--- src/rtl/pmu_seq_pkg.sv ---
`timescale 1ns/1ps
package pmu_seq_pkg;

   typedef enum logic [1:0] {
      PS_OFF   = 2'd0,
      PS_ON    = 2'd1,
      PS_TWAIT = 2'd2
   } pmu_state_e;

   localparam int unsigned REQ_N   = 3;
   localparam int unsigned REQ_BTN = 0;
   localparam int unsigned REQ_HF  = 1;
   localparam int unsigned REQ_CHG = 2;

endpackage

--- src/rtl/pmu_edge_sync.sv ---
`timescale 1ns/1ps
module pmu_edge_sync #(
   parameter int unsigned N      = 3,
   parameter int unsigned STAGES = 2
) (
   input  logic         clk,
   input  logic         rst_n,
   input  logic [N-1:0] in_i,
   output logic [N-1:0] rise_o
);

   if (STAGES < 2) begin : g_bad_stages
      $error("pmu_edge_sync: STAGES must be at least 2");
   end

   for (genvar g = 0; g < N; g++) begin : g_bit
      logic [STAGES:0] shreg;
      always_ff @(posedge clk or negedge rst_n) begin
         if (!rst_n) shreg <= '0;
         else        shreg <= {shreg[STAGES-1:0], in_i[g]};
      end
      assign rise_o[g] = shreg[STAGES-1] & ~shreg[STAGES];
   end

endmodule

--- src/rtl/pmu_thermal.sv ---
`timescale 1ns/1ps
module pmu_thermal #(
   parameter int unsigned TEMP_W = 9,
   parameter int          HOT_C  = 160,
   parameter int          COOL_C = 115
) (
   input  logic signed [TEMP_W-1:0] temp_i,
   output logic                     hot_o,
   output logic                     cool_o
);

   localparam int TMAX = (1 << (TEMP_W - 1)) - 1;

   if (COOL_C >= HOT_C) begin : g_bad_hyst
      $error("pmu_thermal: COOL_C must lie below HOT_C");
   end
   if (HOT_C >= TMAX) begin : g_bad_width
      $error("pmu_thermal: TEMP_W too narrow for HOT_C");
   end

   localparam logic signed [TEMP_W-1:0] HOT_CODE  = TEMP_W'(HOT_C);
   localparam logic signed [TEMP_W-1:0] COOL_CODE = TEMP_W'(COOL_C);

   assign hot_o  = temp_i > HOT_CODE;
   assign cool_o = temp_i < COOL_CODE;

endmodule

--- src/rtl/pmu_hold_timer.sv ---
`timescale 1ns/1ps
module pmu_hold_timer #(
   parameter int unsigned TICKS_PER_MS = 1000,
   parameter int unsigned SHORT_MS     = 35,
   parameter int unsigned LONG_MS      = 350
) (
   input  logic clk,
   input  logic rst_n,
   input  logic run_i,
   input  logic long_i,
   input  logic hold_i,
   output logic expire_o
);

   localparam int unsigned SHORT_CYC = TICKS_PER_MS * SHORT_MS;
   localparam int unsigned LONG_CYC  = TICKS_PER_MS * LONG_MS;
   localparam int unsigned CNT_W     = $clog2(LONG_CYC + 1);

   if (SHORT_MS == 0 || LONG_MS <= SHORT_MS || TICKS_PER_MS == 0) begin : g_bad_time
      $error("pmu_hold_timer: need 0 < SHORT_MS < LONG_MS and TICKS_PER_MS > 0");
   end

   logic [1:0]       hold_sync;
   logic             hold_s;
   logic [CNT_W-1:0] cnt_q;
   logic [CNT_W-1:0] limit;

   always_ff @(posedge clk or negedge rst_n) begin
      if (!rst_n) hold_sync <= 2'b00;
      else        hold_sync <= {hold_sync[0], hold_i};
   end
   assign hold_s = hold_sync[1];

   assign limit    = long_i ? CNT_W'(LONG_CYC - 1) : CNT_W'(SHORT_CYC - 1);
   assign expire_o = run_i && !hold_s && (cnt_q >= limit);

   always_ff @(posedge clk or negedge rst_n) begin
      if (!rst_n)                cnt_q <= '0;
      else if (!run_i || hold_s) cnt_q <= '0;
      else if (!expire_o)        cnt_q <= cnt_q + 1'b1;
   end

   AST_CNT_BOUND: assert property (@(posedge clk) disable iff (!rst_n)
      cnt_q <= CNT_W'(LONG_CYC - 1));
   AST_HOLD_RESTART: assert property (@(posedge clk) disable iff (!rst_n)
      (run_i && hold_s) |=> (cnt_q == '0));

endmodule

--- src/rtl/pmu_regs.sv ---
`timescale 1ns/1ps
module pmu_regs #(
   parameter int unsigned ADDR_W    = 8,
   parameter int unsigned DATA_W    = 8,
   parameter int unsigned STAT_ADDR = 8'h0C,
   parameter int unsigned CTRL_ADDR = 8'h1C
) (
   input  logic                          clk,
   input  logic                          rst_n,
   input  logic                          wr_i,
   input  logic [ADDR_W-1:0]             addr_i,
   input  logic [DATA_W-1:0]             wdata_i,
   input  logic                          clr_ctrl_i,
   input  logic                          stat_load_i,
   input  logic [pmu_seq_pkg::REQ_N-1:0] stat_src_i,
   output logic [DATA_W-1:0]             rdata_o,
   output logic                          auto_o,
   output logic                          long_o
);
   import pmu_seq_pkg::*;

   if (DATA_W < 8) begin : g_bad_data
      $error("pmu_regs: DATA_W must be at least 8");
   end
   if (STAT_ADDR == CTRL_ADDR) begin : g_bad_map
      $error("pmu_regs: register addresses must differ");
   end

   localparam logic [ADDR_W-1:0] A_STAT = ADDR_W'(STAT_ADDR);
   localparam logic [ADDR_W-1:0] A_CTRL = ADDR_W'(CTRL_ADDR);

   logic [REQ_N-1:0] stat_q;
   logic [1:0]       ctrl_q;
   logic             ctrl_we;
   logic             unused_wdata_hi;

   assign ctrl_we         = wr_i && (addr_i == A_CTRL);
   assign unused_wdata_hi = ^wdata_i[DATA_W-1:2];

   always_ff @(posedge clk or negedge rst_n) begin
      if (!rst_n)          ctrl_q <= 2'b00;
      else if (clr_ctrl_i) ctrl_q <= 2'b00;
      else if (ctrl_we)    ctrl_q <= wdata_i[1:0];
   end

   always_ff @(posedge clk or negedge rst_n) begin
      if (!rst_n)           stat_q <= '0;
      else if (stat_load_i) stat_q <= stat_src_i;
   end

   assign auto_o = ctrl_q[1];
   assign long_o = ctrl_q[0];

   always_comb begin
      rdata_o = '0;
      if (addr_i == A_STAT) begin
         rdata_o[7] = stat_q[REQ_BTN];
         rdata_o[6] = stat_q[REQ_HF];
         rdata_o[5] = stat_q[REQ_CHG];
      end else if (addr_i == A_CTRL) begin
         rdata_o[1:0] = ctrl_q;
      end
   end

   AST_CTRL_CLEARED: assert property (@(posedge clk) disable iff (!rst_n)
      clr_ctrl_i |=> (auto_o == 1'b0 && long_o == 1'b0));
   AST_STAT_READONLY: assert property (@(posedge clk) disable iff (!rst_n)
      (wr_i && addr_i == A_STAT && !stat_load_i) |=> $stable(stat_q));

endmodule

--- src/rtl/pmu_state_sequencer.sv ---
`timescale 1ns/1ps
module pmu_state_sequencer #(
   parameter int unsigned TICKS_PER_MS = 1000,
   parameter int unsigned SHORT_MS     = 35,
   parameter int unsigned LONG_MS      = 350,
   parameter int unsigned TEMP_W       = 9,
   parameter int          HOT_C        = 160,
   parameter int          COOL_C       = 115,
   parameter int unsigned ADDR_W       = 8,
   parameter int unsigned DATA_W       = 8,
   parameter int unsigned SYNC_STAGES  = 2
) (
   input  logic                     clk,
   input  logic                     rst_n,
   input  logic                     btn_req_i,
   input  logic                     hf_req_i,
   input  logic                     chg_req_i,
   input  logic                     hold_i,
   input  logic signed [TEMP_W-1:0] temp_i,
   input  logic [ADDR_W-1:0]        reg_addr_i,
   input  logic                     reg_wr_i,
   input  logic [DATA_W-1:0]        reg_wdata_i,
   output logic [DATA_W-1:0]        reg_rdata_o,
   output logic                     pwr_en_o
);
   import pmu_seq_pkg::*;

   pmu_state_e       state_q, state_d;
   logic [REQ_N-1:0] req_raw, req_rise;
   logic             hot, cool, expire;
   logic             auto_rst, long_hold;
   logic             full_off, stat_load;

   assign req_raw[REQ_BTN] = btn_req_i;
   assign req_raw[REQ_HF]  = hf_req_i;
   assign req_raw[REQ_CHG] = chg_req_i;

   pmu_edge_sync #(.N(REQ_N), .STAGES(SYNC_STAGES)) u_sync (
      .clk(clk), .rst_n(rst_n), .in_i(req_raw), .rise_o(req_rise));

   pmu_thermal #(.TEMP_W(TEMP_W), .HOT_C(HOT_C), .COOL_C(COOL_C)) u_therm (
      .temp_i(temp_i), .hot_o(hot), .cool_o(cool));

   pmu_hold_timer #(.TICKS_PER_MS(TICKS_PER_MS), .SHORT_MS(SHORT_MS),
                    .LONG_MS(LONG_MS)) u_hold (
      .clk(clk), .rst_n(rst_n), .run_i(state_q == PS_ON), .long_i(long_hold),
      .hold_i(hold_i), .expire_o(expire));

   pmu_regs #(.ADDR_W(ADDR_W), .DATA_W(DATA_W)) u_regs (
      .clk(clk), .rst_n(rst_n), .wr_i(reg_wr_i), .addr_i(reg_addr_i),
      .wdata_i(reg_wdata_i), .clr_ctrl_i(full_off), .stat_load_i(stat_load),
      .stat_src_i(req_rise), .rdata_o(reg_rdata_o), .auto_o(auto_rst),
      .long_o(long_hold));

   always_comb begin
      state_d   = state_q;
      full_off  = 1'b0;
      stat_load = 1'b0;
      unique case (state_q)
         PS_OFF: begin
            if ((|req_rise) && cool) begin
               state_d   = PS_ON;
               stat_load = 1'b1;
            end
         end
         PS_ON: begin
            if (hot) begin
               if (auto_rst) state_d = PS_TWAIT;
               else begin
                  state_d  = PS_OFF;
                  full_off = 1'b1;
               end
            end else if (expire) begin
               state_d  = PS_OFF;
               full_off = 1'b1;
            end
         end
         PS_TWAIT: begin
            if (cool) state_d = PS_ON;
         end
         default: state_d = PS_OFF;
      endcase
   end

   always_ff @(posedge clk or negedge rst_n) begin
      if (!rst_n) state_q <= PS_OFF;
      else        state_q <= state_d;
   end

   assign pwr_en_o = (state_q == PS_ON);

   AST_TRIP_OFF: assert property (@(posedge clk) disable iff (!rst_n)
      (pwr_en_o && hot) |=> !pwr_en_o);
   AST_NO_HOT_START: assert property (@(posedge clk) disable iff (!rst_n)
      (state_q == PS_OFF && !cool) |=> (state_q == PS_OFF));
   AST_TWAIT_STAYS: assert property (@(posedge clk) disable iff (!rst_n)
      (state_q == PS_TWAIT && !cool) |=> (state_q == PS_TWAIT));
   AST_HOLD_OFF: assert property (@(posedge clk) disable iff (!rst_n)
      (pwr_en_o && !hot && expire) |=> !pwr_en_o);

endmodule

--- config.mk ---
export PLATFORM = sky130hd
export DESIGN_NAME = pmu_state_sequencer
export DESIGN_NICKNAME = d
export VERILOG_FILES = /design/src/rtl/pmu_seq_pkg.sv /design/src/rtl/pmu_edge_sync.sv /design/src/rtl/pmu_thermal.sv /design/src/rtl/pmu_hold_timer.sv /design/src/rtl/pmu_regs.sv /design/src/rtl/pmu_state_sequencer.sv
export SDC_FILE = /design/constraint.sdc
export NUM_CORES = 1
export LEC_CHECK = 0
export ABC_AREA = 1
export BUFFER_PORTS_ARGS = -buffer_cell sky130_fd_sc_hd__buf_2
export CORE_MARGIN = 4
export CORE_UTILIZATION = 35
export CTS_BUF_LIST = sky130_fd_sc_hd__clkbuf_2
export CTS_CLUSTER_DIAMETER = 150
export CTS_CLUSTER_SIZE = 30
export DETAILED_ROUTE_END_ITERATION = 10
export MAX_ROUTING_LAYER = met4
export SLEW_MARGIN = 15
export SYNTH_ARGS = -nofsm -noshare
export SYNTH_HDL_FRONTEND = slang
export SYNTH_SLANG_ARGS = --single-unit
--- constraint.sdc ---
create_clock -name clk -period 1.9 [get_ports clk]
set_input_delay 0.38 -clock clk [delete_from_list [all_inputs] [get_ports clk]]
set_output_delay 0.38 -clock clk [all_outputs]
set_load 0.01 [all_outputs]
-- Word level (Yosys, flattened, before mapping)
Cells that the tools add are included.
- output and inout bits: 9
- bits of input ports: 32
- ROM bits: 0
- register bits: 37
- logic and storage cells: 57
- memories: 0
- RAM bits: 0
- latch bits: 0
- $add $sub $neg: 1
- reductions and logical operators: 11
- divide/modulo/power cells: 0
- equality and inequality tests: 8
- shifts and indexed selects: 0
- bitwise operators: 6
- magnitude comparators: 3
- $mul: 0
- mux-type cells: 20
- operator list (cell ; number):
    two-way mux 19 bit ; 3
    adder 19 x 1 -> 19 bit, second input constant ; 1
    greater-or-equal comparator 19 bit ; 1
    two-way mux 2 bit ; 9
    greater-than comparator 9 bit, second input constant ; 1
    less-than comparator 9 x 8 -> 1 bit, second input constant ; 1
    == test 8 x 4 -> 1 bit, second input constant ; 1
    == test 8 x 5 -> 1 bit, second input constant ; 1
    two-way mux 1 bit ; 6
    one-hot mux 2 bit (3 select lines) ; 1
    logical AND 1 bit ; 4
    != test 2 bit, second input constant ; 2
    bitwise AND 1 bit ; 3
    two-way mux 3 bit ; 1
    != test 3 bit, second input constant ; 1
    NOT 1 bit ; 3
    AND reduction 3 bit ; 1
    OR reduction 3 bit ; 1
    == test 2 x 1 -> 1 bit, second input constant ; 1
    == test 2 bit, second input constant ; 1
    zero test 1 bit ; 2
    zero test 2 bit ; 1
    != test 2 x 1 -> 1 bit, second input constant ; 1
    nonzero test 2 bit ; 1
    logical OR 1 bit ; 1

-- Depth between registers and ports, before layout
Gate-level depths: netlist of the first run.
- depth in word-level cells: 7
- mapped depth: 14
- depth with buffers taken out: 14

-- Modules after synthesis
A second synthesis of the first run with hierarchy kept.
- cells, all modules: 376
- area total of the unflattened synthesis: 2598.7 um^2
- modules (own cells, without submodules) (module ; area an instance (um^2) ; seq. area each (um^2) ; times used ; cells an instance):
    pmu_hold_timer ; 1731.7 ; 525.5 ; 1 ; 255
    pmu_regs ; 357.8 ; 125.1 ; 1 ; 55
    pmu_edge_sync ; 255.2 ; 225.2 ; 1 ; 15
    pmu_state_sequencer ; 153.9 ; 50.0 ; 1 ; 27
    pmu_thermal ; 100.1 ; 0.0 ; 1 ; 24

-- Worst setup path after synthesis of the first run
OpenSTA, ideal clock, no wires.
- path type: register -> register
- start: reg u_regs.ctrl_q[0]
- end: reg u_hold.cnt_q[4]
- setup time: 0.120 ns
- cell stages (with the launch flop): 12
- arrival time: 1.701 ns
- slack: 0.079 ns
- required time: 1.780 ns
- period minus slack after synthesis: 1.821 ns
- cell sequence: dfrtp_1 inv_1 ha_1 nand3_1 or2_1 nor2_1 nor2_1 nand3_2 nand2_4 buf_6 nand2_1 o21ai_2
- cells in the longest elaborated chain, start to end: 4
- RTL lines (item ; RTL line ; text):
    start, declared ; pmu_regs.sv:33 ; logic [1:0] ctrl_q;
    start signal, assigned ; pmu_regs.sv:43 ; else if (ctrl_we) ctrl_q <= wdata_i[1:0];
    two-way mux 19 bit ; pmu_hold_timer.sv:34 ; assign limit = long_i ? CNT_W'(LONG_CYC - 1) : CNT_W'(SHORT_CYC - 1);
    greater-or-equal comparator 19 bit ; pmu_hold_timer.sv:35 ; assign expire_o = run_i && !hold_s && (cnt_q >= limit);
    logical AND 1 bit ; pmu_hold_timer.sv:35 ;
    != test 2 x 1 -> 1 bit (no source line) ; - ;
    end signal, assigned ; pmu_hold_timer.sv:40 ; else if (!expire_o) cnt_q <= cnt_q + 1'b1;
    end, declared ; pmu_hold_timer.sv:25 ; logic [CNT_W-1:0] cnt_q;
No other way between the ends.
A chain may end at the register's enable or synchronous reset.

-- Worst setup path after layout of the first run
- start: reg u_regs.ctrl_q[0]
- end: reg u_hold.cnt_q[2]
The elaborated chain is that of the path after synthesis.

==> results of run 1 <==
[power by group]
group / internal, mW / leakage [nW] / total, mW / switching [mW]
clock network: 0.0937 / 0.0329 / 0.373 / 0.280
logic: 0.107 / 0.955 / 0.300 / 0.193
registers: 0.844 / 0.485 / 0.878 / 0.0340
total: 1.04 / 1.47 / 1.55 / 0.507
[registers in the layout, indices dropped and copies added, names as in the netlist]
name,count
state_q,2
u_hold.cnt_q,19
u_hold.hold_sync,2
u_regs.ctrl_q,2
u_regs.stat_q,3
u_sync.g_bit.shreg,9
[layout make-up]
type                            count  area share (%)
Tap cell                           80           3.186
Multi-Input combinational cell    232           48.67
Clock buffer                        5          0.7965
Timing Repair Buffer               55           12.03
Sequential cell                    37           29.47
Inverter                           43           5.137
Clock inverter                      3          0.7168
[per-layer routing]
layer  wire length [um]  part of all wire [%]  vias to the layer above
met5                  0                     0                        -
met4                 86                   1.6                        0
met3                143                   2.7                        7
met2               2570                    48                       38
met1               2568                    48                      980
li1                   -                     -                     1128
[logic make-up (layout without fill, tap and decap cells)]
family	Yosys count	in the layout	share of synthesized area, %
xor+xnor	14	14	5.049
other cells	1	3	0.1544
fa+ha+maj	13	13	6.698
compound gates	28	28	7.882
flops	37	37	38.12
simple gates	174	174	32.92
buf+inv	50	106	9.170
[placed cells by master, fill, tap and decap left out, types with 9 or more instances in the layout]
cell type,synthesis,final
inv_1,39,37
nand2_1,76,70
xor2_1,14,14
nand3_2,1,11
nor3_1,9,9
dfrtp_1,37,37
buf_2,1,31
o21ai_2,12,12
nor2_1,36,33
nand3_1,31,21
ha_4,0,11
buf_4,3,17
[critical path: cells and delay by family, from the launching register on]
kind / cells / cell delay (ps)
AND/OR/NAND/NOR: 7 / 650
AO/OA/AOI/OAI: 1 / 50
flip-flops: 1 / 420
adder cells (fa/ha/maj): 1 / 280
buffers and inverters: 4 / 470
[what timing repair did]
action / CTS / global route
endpoints found under the hold margin: 30 / 0
pin swaps: 15 / 16
buffers inserted: 3 / 0
gates resized for setup: 27 / 17
setup endpoints to repair: 21 / 22
hold buffers: 1 / 0
[final timing paths]
path / endpoint / slack, ps / cells past startpoint
worst max-delay path: u_hold.cnt_q[2]$_DFFE_PN0P_ / -50 / 13
worst min-delay path: u_sync.g_bit[1].shreg[0]$_DFF_PN0_ / 80 / 1
worst max register to register: u_hold.cnt_q[2]$_DFFE_PN0P_ / -50 / 13
worst min register to register: u_hold.hold_sync[1]$_DFF_PN0_ / 380 / 0
max in group asynchronous: u_hold.cnt_q[8]$_DFFE_PN0P_ / 1040 / 3
min in group asynchronous: u_hold.cnt_q[15]$_DFFE_PN0P_ / 530 / 3
==> impl_metrics.tcl, run 1 <==
set metrics [dict create \
    endpoint_kind "register" \
    portBuffers 31 \
    place_area_um2 2805 \
    gp_congestion 0.8634 \
    regToRegStartpoint "u_regs.ctrl_q[0]$_DFFE_PN0P_" \
    nNetsFinal 419 \
    die_w_um 91.30 \
    clk_path_buf_depth 2 \
    finalSetupViolations 9 \
    async_flop_share_pct 100.0 \
    syn_area_um2 2429 \
    arrival_ps 2270 \
    synth_edf_count 0 \
    hp-start "hf_req_i" \
    critPathRequiredTime_ps 2220 \
    finalCoreUtilization_pct 46.50 \
    cts-root-buf "clkbuf_2" \
    post-synth-top-count-cell "nand2_1" \
    totalWireLength_um 5369 \
    synth_area_leaders "dfrtp_1, nand2_1, ha_1, nand3_1, inv_1" \
    syn_area_per_cell_um2 7.661 \
    yosysWarnings 0 \
    routedWlPerCell_um 11.80 \
    synth_cell_types 31 \
    grt_pass1_wl_um 9211 \
    slowest_stage "dfrtp_1" \
    fin_ws_ps -53.96 \
    grt_use_total_pct 13.88 \
    multi_input_area_um2 1529 \
    setup.worst_path.start_class "register" \
    path_cells "inv_2 -> buf_12 -> ha_4 -> nand3_2 -> or2_1 -> nor2_1 -> nor2_1 -> nand3_2 -> nand2_4 -> buf_6 -> buf_6 -> nand3_2 -> o21ai_2" \
    drv_cap 0 \
    grt_pass1_vias 2074 \
    setup_tns_ps -185.6 \
    hp-class "in -> reg" \
    rows 30 \
    peakVddDrop_mv 0.2732 \
    drtIter0Drc 101 \
    grt.met1_usage_pct 17.50 \
    drcViolationCount 0 \
    core_um2 6756 \
    clk_pin_slew_ps 210 \
    io_pins 41 \
    fin_crit_sh_pct 102.8 \
    cts_tree "built" \
    yosysTopAreaCell "dfrtp_1" \
    cts_htree_levels 2 \
    grt_use_met3_pct 1.906 \
    synth_top_cell_area_share_pct 38.12 \
    power_mw 1.551 \
    hold_viol 0 \
    slew_viol_final 0 \
    crit_type "reg -> reg" \
    power_density_nw_per_um2 493.8 \
    period_minus_slack_ps 1954 \
    netlist_top_cells_count "nand2_1, inv_1, dfrtp_1" \
    path_max_fanout 8 \
    antenna_found_initial 0 \
    synthCells 317 \
    rsz0062_at_grt "yes" \
    vias 2153 \
    die-height_um 91.30 \
    use_met2_pct 22.87 \
    routed_via_density 4.732 \
    cp-startpoint "u_regs.ctrl_q[0]$_DFFE_PN0P_" \
    hold_slack_ps 76.51 \
    design_area_um2 3142 \
    clk_latency_ps 390 \
    initial_core_util_pct 35.94 \
    seq_area_frac_synth_pct 38.12 \
    fillCellCount 654 \
    status "finished with violations" \
    area_growth_pct 29.37 \
    dp_cells 443 \
    grt-busiest-layer "met2" \
    ant_nets 0 \
    n_antenna_cell 0 \
    grt_max_degree 38 \
    synth_seq_cells 37 \
    max_stage_delay_ps 420 \
    skew_ps 16.25 \
    place_ws_ps -92.32 \
    drive_gt1_share_pct 33.07 \
    final_cells 455 \
    leakage_nw 1.473 \
    clkSinkCount 37 \
    synth_ff_type "dfrtp_1" \
    regArea_um2 925.9 \
    crit_path_frequent_cell "nand3_2" \
    max_freq_mhz 511.8 \
    violations "setup timing" \
    globalRouteOverflowTotal 0 \
    numCtsBuffers 5 \
    drt-pass1-iter-count 4 \
    die_area_um2 8336 \
    dp_hpwl_um 4072 \
]
Power figures use the tool's default switching activity.
==> run 2, diff against run 1 <==
--- a/config.mk
+++ b/config.mk
@@ -7,13 +7,13 @@
 export LEC_CHECK = 0
 export ABC_AREA = 1
 export BUFFER_PORTS_ARGS = -buffer_cell sky130_fd_sc_hd__buf_2
-export CORE_MARGIN = 4
-export CORE_UTILIZATION = 35
+export CORE_UTILIZATION = 53
 export CTS_BUF_LIST = sky130_fd_sc_hd__clkbuf_2
 export CTS_CLUSTER_DIAMETER = 150
 export CTS_CLUSTER_SIZE = 30
 export DETAILED_ROUTE_END_ITERATION = 10
 export MAX_ROUTING_LAYER = met4
+export PLACE_DENSITY = 0.79
 export SLEW_MARGIN = 15
 export SYNTH_ARGS = -nofsm -noshare
 export SYNTH_HDL_FRONTEND = slang
==> impl_metrics.tcl, run 2 (same netlist as run 1, synthesis figures left out) <==
set metrics [dict create \
    finalCoreUtilization_pct 73.89 \
    period_minus_slack_ps 2048 \
    layout_common_cells "nand2_1, inv_1, dfrtp_1" \
    regToRegStartpoint "u_regs.ctrl_q[0]$_DFFE_PN0P_" \
    n_antenna_cell 0 \
    cts_tree "built" \
    drtIter0Drc 115 \
    fin_ws_ps -148.3 \
    setup_tns_ps -1877 \
    critPathRequiredTime_ps 2230 \
    cp-startpoint "u_regs.ctrl_q[0]$_DFFE_PN0P_" \
    grt_pass1_wl_um 9453 \
    nNetsFinal 427 \
    dp_hpwl_um 3918 \
    largest_register "u_hold.cnt_q" \
    setup.worst_path.start_class "register" \
    drt-pass1-iter-count 4 \
    clkPwrFrac_pct 23.9 \
    antenna_found_initial 0 \
    clk_path_buf_depth 2 \
    numCtsBuffers 5 \
    final_common_cell "nand2_1" \
    fin_crit_sh_pct 107.8 \
    switchingPower_uw 514.1 \
    clk_pin_slew_ps 200 \
    core_um2 4384 \
    skew_ps 8.954 \
    hold_viol 0 \
    drv_cap 0 \
    max_freq_mhz 488.2 \
    die_w_um 69.69 \
    reg_top3 "u_hold.cnt_q: 19 flops, u_sync.g_bit.shreg: 9 flops, u_regs.stat_q: 3 flops" \
    hp-start "hf_req_i" \
    peakVddDrop_mv 0.5225 \
    rows 24 \
    cts_htree_levels 2 \
    final_cells 435 \
    ant_nets 0 \
    arrival_ps 2380 \
    place_ws_ps -116.3 \
    slew_viol_final 0 \
    io_pins 41 \
    rsz0062_at_grt "yes" \
    crit_type "reg -> reg" \
    max_stage_delay_ps 420 \
    die-height_um 69.69 \
    violations "setup timing" \
    clkSinkCount 37 \
    leakage_nw 1.542 \
    path_max_fanout 7 \
    routedWlPerCell_um 13.16 \
    dp_cells 418 \
    endpoint_kind "register" \
    clk_latency_ps 390 \
    hp-class "in -> reg" \
    slowest_stage "dfrtp_1" \
    drive_gt1_share_pct 34.99 \
    grt_use_total_pct 25.20 \
    swShare_pct 32.91 \
    portBuffers 31 \
    grt_pass1_vias 2205 \
    grt_max_degree 38 \
    drcViolationCount 0 \
    power_density_nw_per_um2 482.3 \
    status "finished with violations" \
    die_area_um2 4857 \
    largest_reg_flops 19 \
    power_frac_seq_pct 56.7 \
    p_int_mw 1.048 \
    path_cells "inv_2 -> clkbuf_16 -> ha_4 -> nand3_2 -> or2_1 -> nor2_2 -> nor2_2 -> nand3_4 -> nand2_8 -> buf_4 -> buf_4 -> o21ai_2" \
    vias 2299 \
    area_growth_pct 33.38 \
    finalSetupViolations 22 \
    globalRouteOverflowTotal 0 \
    initial_core_util_pct 55.39 \
    cts-root-buf "clkbuf_2" \
    gp_congestion 0.9768 \
    routed_via_density 5.285 \
    combPwrFrac_pct 19.5 \
    totalWireLength_um 5724 \
]
==> run 2: changes by cell type in the layout (fill, tap and decap cells not counted), moves of 3 or more <==
cell / delta
nor2_2: +3
nand3_2: -6
nand3_1: +5
nand2_1: -3
buf_6: +3
nor2_1: -4
==> run 2: metal layers <==
layer  track usage (%)  up-vias  share of wire, %
li1                  -     1142                 -
met1             32.45     1079                43
met2             40.78       69                50
met3             3.488        9               5.7
met4             9.333        0               1.7
met5                 -        -                 0
==> run 2: final timing paths <==
path | to | slack, ps | cells after the start
max in group asynchronous | u_sync.g_bit[0].shreg[1]$_DFF_PN0_ | 1030 | 3
setup reg to reg | u_hold.cnt_q[2]$_DFFE_PN0P_ | -150 | 12
hold / removal | u_sync.g_bit[1].shreg[0]$_DFF_PN0_ | 80 | 1
setup / recovery | u_hold.cnt_q[2]$_DFFE_PN0P_ | -150 | 12
min in group asynchronous | u_hold.cnt_q[16]$_DFFE_PN0P_ | 540 | 3
hold reg to reg | u_sync.g_bit[2].shreg[1]$_DFF_PN0_ | 380 | 0
==> run 2: critical path: cells and delay by family, from the launching register on <==
kind	cells	cell delay, ps
simple gates	6	680
fa+ha+maj	1	270
buf+inv	4	510
compound gates	1	90
flops	1	420
==> run 2: power groups by stage <==
stage	clock [mW]	sequential [mW]	combinational (mW)
floorplan	0	0.890	0.178
global placement	0	0.897	0.262
detailed placement	0	0.899	0.269
CTS	0.393	0.885	0.287
global route	0.425	0.894	0.339
finish	0.373	0.885	0.304
==> run 2: cell type report <==
| class | instances | area [um2] |
|---|---|---|
| multi-input cells | 233 | 1558 |
| fillers | 319 | 1145 |
| flip-flops and latches | 37 | 925.9 |
| repair buffers | 62 | 479.2 |
| inverters | 43 | 161.4 |
| well taps | 52 | 65.06 |
| clock buffers | 5 | 25.02 |
| clock inverters | 3 | 25.02 |
==> run 2: through the flow <==
stage          power (mW)  cell area, um2  hold slack [ps]
2_1_floorplan       1.068            2436            84.41
3_3_place_gp        1.159            2793            331.7
3_5_place_dp        1.168            2793            340.5
4_1_cts             1.565            3073            39.41
5_1_grt             1.658            3239            21.18
6_report            1.562            3239            81.75
==> run 2: timing repair <==
action | CTS | global route
setup endpoints to repair | 19 | 22
hold buffers | 1 | 0
endpoints found under the hold margin | 37 | 0
gates cloned | 3 | 0
setup buffers | 7 | 0
pin swaps | 14 | 20
gates resized for setup | 20 | 38
